### config.mk
export PLATFORM = sky130hd
export DESIGN_NAME = evt_irq_unit
export DESIGN_NICKNAME = d
export VERILOG_FILES = /design/src/rtl/evt_irq_pkg.sv /design/src/rtl/evt_irq_sync.sv /design/src/rtl/evt_irq_flags.sv /design/src/rtl/evt_irq_unit.sv
export SDC_FILE = /design/constraint.sdc
export NUM_CORES = 1
export LEC_CHECK = 0
export BUFFER_PORTS_ARGS = -buffer_cell sky130_fd_sc_hd__buf_2
export CORE_AREA = 2 2 39 41
export CTS_CLUSTER_DIAMETER = 200
export DETAILED_ROUTE_END_ITERATION = 7
export DIE_AREA = 0 0 41 43
export PLACE_DENSITY_LB_ADDON = 0.2
export SETUP_SLACK_MARGIN = 0.1
export SLEW_MARGIN = 5
export SYNTH_ARGS = -nofsm -noshare
export SYNTH_HDL_FRONTEND = slang
export SYNTH_SLANG_ARGS = --single-unit
### constraint.sdc
create_clock -name clk_i -period 1.63 [get_ports clk_i]
set_input_delay 0.2445 -clock clk_i [delete_from_list [all_inputs] [get_ports clk_i]]
set_output_delay 0.2445 -clock clk_i [all_outputs]
set_load 0.01 [all_outputs]
### src/rtl/evt_irq_pkg.sv
package evt_irq_pkg;
  localparam int unsigned DATA_W  = 8;
  localparam int unsigned ADDR_W  = 2;
  localparam int unsigned SYNC_N  = 2;

  localparam logic [ADDR_W-1:0] OFS_CTRL = 2'd0;
  localparam logic [ADDR_W-1:0] OFS_STAT = 2'd1;

  localparam int unsigned CB_EVT_EN = 0;
  localparam int unsigned CB_BKP_EN = 1;
  localparam int unsigned CB_ALM_IE = 2;
  localparam int unsigned SB_ALM    = 0;
  localparam int unsigned SB_EVT    = 1;

  typedef struct packed {
    logic alm_ie;
    logic bkp_en;
    logic evt_en;
  } ctrl_t;
endpackage

### src/rtl/evt_irq_sync.sv
module evt_irq_sync #(
  parameter int unsigned STAGES = 2
) (
  input  logic clk_i,
  input  logic rst_ni,
  input  logic d_i,
  output logic q_o
);
  logic [STAGES-1:0] chain_q;

  generate
    if (STAGES == 1) begin : g_one
      always_ff @(posedge clk_i or negedge rst_ni)
        if (!rst_ni) chain_q <= '0;
        else         chain_q <= d_i;
    end else begin : g_many
      always_ff @(posedge clk_i or negedge rst_ni)
        if (!rst_ni) chain_q <= '0;
        else         chain_q <= {chain_q[STAGES-2:0], d_i};
    end
  endgenerate

  assign q_o = chain_q[STAGES-1];
endmodule

### src/rtl/evt_irq_flags.sv
module evt_irq_flags (
  input  logic clk_i,
  input  logic rst_ni,
  input  logic set_evt_i,
  input  logic set_alm_i,
  input  logic clr_evt_i,
  input  logic clr_alm_i,
  output logic evt_flag_o,
  output logic alm_flag_o
);
  logic evt_q, alm_q;

  // set has priority over a same-cycle clear
  always_ff @(posedge clk_i or negedge rst_ni) begin
    if (!rst_ni) begin
      evt_q <= 1'b0;
      alm_q <= 1'b0;
    end else begin
      if (set_evt_i)      evt_q <= 1'b1;
      else if (clr_evt_i) evt_q <= 1'b0;
      if (set_alm_i)      alm_q <= 1'b1;
      else if (clr_alm_i) alm_q <= 1'b0;
    end
  end

  assign evt_flag_o = evt_q;
  assign alm_flag_o = alm_q;


  evt_sticky_chk: assert property (@(posedge clk_i) disable iff (!rst_ni)
    evt_q && !clr_evt_i |=> evt_q);

  alm_set_chk: assert property (@(posedge clk_i) disable iff (!rst_ni)
    set_alm_i |=> alm_q);

  evt_wins_chk: assert property (@(posedge clk_i) disable iff (!rst_ni)
    set_evt_i && clr_evt_i |=> evt_q);
endmodule

### src/rtl/evt_irq_unit.sv
module evt_irq_unit
  import evt_irq_pkg::*;
(
  input  logic              clk_i,
  input  logic              rst_ni,
  input  logic              evt_i,
  input  logic              alarm_pulse_i,
  input  logic              backup_i,
  input  logic              reg_we_i,
  input  logic [ADDR_W-1:0] reg_addr_i,
  input  logic [DATA_W-1:0] reg_wdata_i,
  output logic [DATA_W-1:0] reg_rdata_o,
  output logic              irq_pull_o
);
  ctrl_t ctrl_q;
  logic  evt_sync, evt_prev_q, evt_rise, evt_active;
  logic  evt_flag, alm_flag;
  logic  wr_ctrl, wr_stat;
  logic  unused_wdata;

  assign unused_wdata = ^reg_wdata_i[DATA_W-1:3];
  assign wr_ctrl = reg_we_i && (reg_addr_i == OFS_CTRL);
  assign wr_stat = reg_we_i && (reg_addr_i == OFS_STAT);

  always_ff @(posedge clk_i or negedge rst_ni) begin
    if (!rst_ni) ctrl_q <= '0;
    else if (wr_ctrl) begin
      ctrl_q.evt_en <= reg_wdata_i[CB_EVT_EN];
      ctrl_q.bkp_en <= reg_wdata_i[CB_BKP_EN];
      ctrl_q.alm_ie <= reg_wdata_i[CB_ALM_IE];
    end
  end

  evt_irq_sync #(.STAGES(SYNC_N)) sync_i (
    .clk_i (clk_i),
    .rst_ni(rst_ni),
    .d_i   (evt_i),
    .q_o   (evt_sync)
  );

  always_ff @(posedge clk_i or negedge rst_ni)
    if (!rst_ni) evt_prev_q <= 1'b0;
    else         evt_prev_q <= evt_sync;

  assign evt_rise   = evt_sync && !evt_prev_q;
  assign evt_active = ctrl_q.evt_en && (!backup_i || ctrl_q.bkp_en);

  evt_irq_flags flags_i (
    .clk_i     (clk_i),
    .rst_ni    (rst_ni),
    .set_evt_i (evt_rise && evt_active),
    .set_alm_i (alarm_pulse_i),
    .clr_evt_i (wr_stat && reg_wdata_i[SB_EVT]),
    .clr_alm_i (wr_stat && reg_wdata_i[SB_ALM]),
    .evt_flag_o(evt_flag),
    .alm_flag_o(alm_flag)
  );

  always_comb begin
    reg_rdata_o = '0;
    unique case (reg_addr_i)
      OFS_CTRL: begin
        reg_rdata_o[CB_EVT_EN] = ctrl_q.evt_en;
        reg_rdata_o[CB_BKP_EN] = ctrl_q.bkp_en;
        reg_rdata_o[CB_ALM_IE] = ctrl_q.alm_ie;
      end
      OFS_STAT: begin
        reg_rdata_o[SB_ALM] = alm_flag;
        reg_rdata_o[SB_EVT] = evt_flag;
      end
      default: reg_rdata_o = '0;
    endcase
  end

  assign irq_pull_o = (evt_flag && ctrl_q.evt_en) || (alm_flag && ctrl_q.alm_ie);



  evt_gate_chk: assert property (@(posedge clk_i) disable iff (!rst_ni)
    $rose(evt_flag) |-> $past(evt_active));

  pin_idle_chk: assert property (@(posedge clk_i) disable iff (!rst_ni)
    !evt_flag && !alm_flag |-> !irq_pull_o);

  single_set_chk: assert property (@(posedge clk_i) disable iff (!rst_ni)
    $rose(evt_flag) |-> $past(!evt_prev_q));
endmodule

# [Word-level counts from Yosys, hierarchy flattened]
# Index checks and enable logic that the tools add are counted.
[op_classes] eq_ne=1 mux=6 reduce_logical=16
[ops] operator="$logic_and 1x1->1" count=9
[ops] operator="$mux 1" count=5
[ops] operator="$pmux 2 s2" count=1
[ops] operator="$reduce_bool 2->1" count=2
[ops] operator="$eq 2x1->1 const B" count=1
[ops] operator="$logic_not 1->1" count=2
[ops] operator="$logic_not 2->1" count=1
[ops] operator="$logic_or 1x1->1" count=2
[word_totals] reg_bits=8 wordCells=30

# [Longest topological paths before layout]
[logic_depth] depth_word=5 mapped_depth=3

# [Cells and area by module]
# A second synthesis with hierarchy kept.
[unflattened] cells_unflattened=34 hier_area_um2=400.4
[by_module_without_submodules] mod="evt_irq_unit" instances=1 cells_each=26 area_each_um2=277.8
[by_module_without_submodules] mod="evt_irq_flags" instances=1 cells_each=6 area_each_um2=72.6
[by_module_without_submodules] mod="evt_irq_sync" instances=1 cells_each=2 area_each_um2=50.0

# [Worst setup path after synthesis]
# Ideal clock, no wire load.
[synth_timing] path_kind="in2reg" from="input port reg_addr_i[0]" to="register ctrl_q[0] (netlist bit)" arrival_ns=0.922 required_time_ns=1.505 setup_slack_ns=0.584 cell_stages=3 cell_sequence="buf_6 -> nor3b_4 -> mux2_2"
[synth_between] elab_chain_cells=2
[synth_lines] item="from (decl)" line="evt_irq_unit.sv:10" text="input logic [ADDR_W-1:0] reg_addr_i,"
[synth_lines] item="$logic_not 2->1" line="evt_irq_unit.sv:22" text="assign wr_ctrl = reg_we_i && (reg_addr_i == OFS_CTRL);"
[synth_lines] item="$logic_and 1x1->1" line="evt_irq_unit.sv:22"
[synth_lines] item="to (decl)" line="evt_irq_unit.sv:15" text="ctrl_t ctrl_q;"
# Every way passes these cells.
# A chain may end at the register's enable or synchronous reset.

# [Worst setup path after layout]
[layout_timing] from="register flags_i.evt_q (netlist: flags_i.evt_flag_o)" to="output port irq_pull_o"
[layout_between] elab_chain_cells=2
[layout_lines] item="from (decl)" line="evt_irq_flags.sv:11" text="logic evt_q, alm_q;"
[layout_lines] item="from (signal assigned)" line="evt_irq_flags.sv:16" text="evt_q <= 1'b0;"
[layout_lines] item="from (signal assigned)" line="evt_irq_flags.sv:19" text="if (set_evt_i) evt_q <= 1'b1;"
[layout_lines] item="from (signal assigned)" line="evt_irq_flags.sv:20" text="else if (clr_evt_i) evt_q <= 1'b0;"
[layout_lines] item="$logic_and 1x1->1" line="evt_irq_unit.sv:75" text="assign irq_pull_o = (evt_flag && ctrl_q.evt_en) || (alm_flag && ctrl_q.alm_ie);"
[layout_lines] item="$logic_or 1x1->1" line="evt_irq_unit.sv:75"
[layout_lines] item="to (decl)" line="evt_irq_unit.sv:13" text="output logic irq_pull_o"
# Every way passes these cells.

==> impl_metrics.yaml <==
outcome:
  status: "finished clean"
synth:
  synth_cell_types: 15
  ys_seq_elements: 8
  synth-seq-area-share_pct: 50.47
  syn_avg_cell_area_um2: 12.79
  syn-cell-area_um2: 396.6
  yosysWarnings: 0
  syn_inst: 31
grt:
  antenna_found_initial: 0
  grt_max_degree: 9
  grt_pass1_wl_um: 1097
  track_usage_pct: 9.572
  grt_pass1_vias: 276
  overflow: 0
route:
  vias: 268
  drt_iter0_markers: 4
  post-route-drc-count: 0
  via_per_inst: 4.254
  ant_nets: 0
  wire_per_inst_um: 10.78
  drt_wl_total_um: 679
  drtPass1Iterations: 2
critical_path:
  crit_end: "irq_pull_o"
  r2r-start: "ctrl_q[0]"
  crit_path_start_kind: "flop"
  cp_slowest_stage_delay_ns: 0.40
  crit_family: "flip-flops"
  required_ns: 1.39
  critPathSlowestCell: "dfrtp_1"
  rr_worst_depth: 1
  path_class: "reg -> out"
  path_cells: "a22o_1 -> buf_2"
  path_max_fanout: 3
  crit_buf_inv: 1
  r2r-end: "ctrl_q[0]"
  arrival_ns: 1.01
  r2r_slack_ns: 0.84
  crit_cells: 2
  crit_start: "flags_i.evt_flag_o"
  endpoint_kind: "output port"
place:
  place_congestion: 0.6118
  hpwlAfterDp_um: 558.8
  port-buffer-count: 14
  placed_area_um2: 452.9
clock_tree:
  cts_setup_buffers: 0
  clk_latency_ns: 0.25
  cts_root_buffer: "clkbuf_4"
  cts_hold_buf: 1
  clock_sinks: 8
  h-tree-depth: 1
  numCtsBuffers: 3
  cts_max_path_buffers: 2
  ctsResizeCount: 0
  cts_tree: "done"
  clk_pin_slew_ns: 0.05
floorplanning:
  start_util_pct: 28.66
  die_h_um: 43
  core-area_mm2: 0.001384
  rows: 14
  die_area_mm2: 0.001763
  fp.dieW_um: 41
  io_pins: 25
timing:
  fin_tns_setup_ns: 0
  hold_viol_final: 0
  hold_slack_ns: 0.1066
  finClkSkew_ns: 0.004036
  finalSetupViolations: 0
  max_freq_mhz: 796.4
  finalCritPeriodShare_pct: 77.04
  maxSlewViolCount: 0
  fin_crit_ns: 1.256
  rsz0062_at_grt: "no"
pwr:
  p_per_area_mw_per_mm2: 1007
  p_leak_uw: 0.0002322
  vdd_drop_max_uv: 381.2
cells_and_area:
  fillers: 151
  final_cell_mix: "14 x buf_2, 8 x dfrtp_1, 5 x conb_1"
  drive_above_1_share_pct: 44.68
  syn_to_final_growth_pct: 22.40
  stdcell_area_um2: 485.5
  mostFrequentLayoutCell: "buf_2"
  nets: 65
  diodes: 0
run:
  maxCapViolations: 0
hold_path:
  hold_class: "in -> reg"
==> through the flow <==
stage	utilization [%]	total power, uW	setup slack (ns)	instances
floorplan	-	315.5	0.5835	35
global placement	32.73	344.9	0.4739	59
detailed placement	32.73	348.7	0.4743	59
CTS	35.08	502.1	0.3549	63
global route	35.08	520.8	0.3337	63
finish	35.08	489.0	0.3743	63
==> synthesized netlist by cell type <==
cell type / count / area, um2
nand4b_1: 2 / 17.52
dfrtp_1: 8 / 200.2
nor3b_1: 1 / 7.510
mux2i_1: 2 / 20.02
buf_6: 1 / 11.26
nand3b_1: 1 / 7.510
nor3b_4: 1 / 18.77
buf_4: 5 / 37.54
nor2b_1: 1 / 6.260
a21o_1: 1 / 7.510
a22o_1: 1 / 8.760
conb_1: 1 / 3.750
o2bb2ai_1: 1 / 8.760
nor2_1: 2 / 7.510
mux2_2: 3 / 33.78
==> registers in the layout (all words and copies together) (netlist names) <==
name / cells
sync_i.chain_q: 2
flags_i.alm_flag_o: 1
evt_prev_q: 1
flags_i.evt_flag_o: 1
ctrl_q: 3
==> area by class of cell <==
type / count / area [um2] / share of cell area, %
multi-input cells: 21 / 162.7 / 33.51
clock buffers: 3 / 22.52 / 4.639
repair buffers: 15 / 80.08 / 16.49
well taps: 16 / 20.02 / 4.124
flip-flops and latches: 8 / 200.2 / 41.24
==> power breakdown <==
group,switching (uW),internal [uW]
Sequential,20.8,225
Clock,60.0,83.8
Combinational,44.8,54.3
Total,126,363
==> logic make-up (layout without fill, tap and decap cells) <==
family	Yosys count	count (layout)	synth area share, %
buf+inv	6	18	12.30
flops	8	8	50.47
other cells	1	5	0.9455
mux	5	5	13.56
simple gates	8	8	16.41
compound gates	3	3	6.311
==> worst min-delay path by stage <==
| stage | start | endpoint | cells past startpoint |
|---|---|---|---|
| global placement | rst_ni | ctrl_q[2] | 1 |
| finish | evt_i | sync_i.chain_q[0] | 1 |
| detailed placement | rst_ni | ctrl_q[2] | 1 |
| floorplan | rst_ni | ctrl_q[0] | 0 |
| CTS | evt_i | sync_i.chain_q[0] | 1 |
| global route | evt_i | sync_i.chain_q[0] | 1 |
==> routing by layer <==
metal  track usage [%]  routed length [um]  vias to the layer above  part of all wire (%)
met3             1.571                  45                        0                   6.6
li1                  -                   -                      131                     -
met1             10.10                 264                      128                    39
met4             10.00                   0                        0                     0
met2             14.37                 370                        9                    54
met5                 0                   0                        -                     0
(Power assumes the default switching activity.)
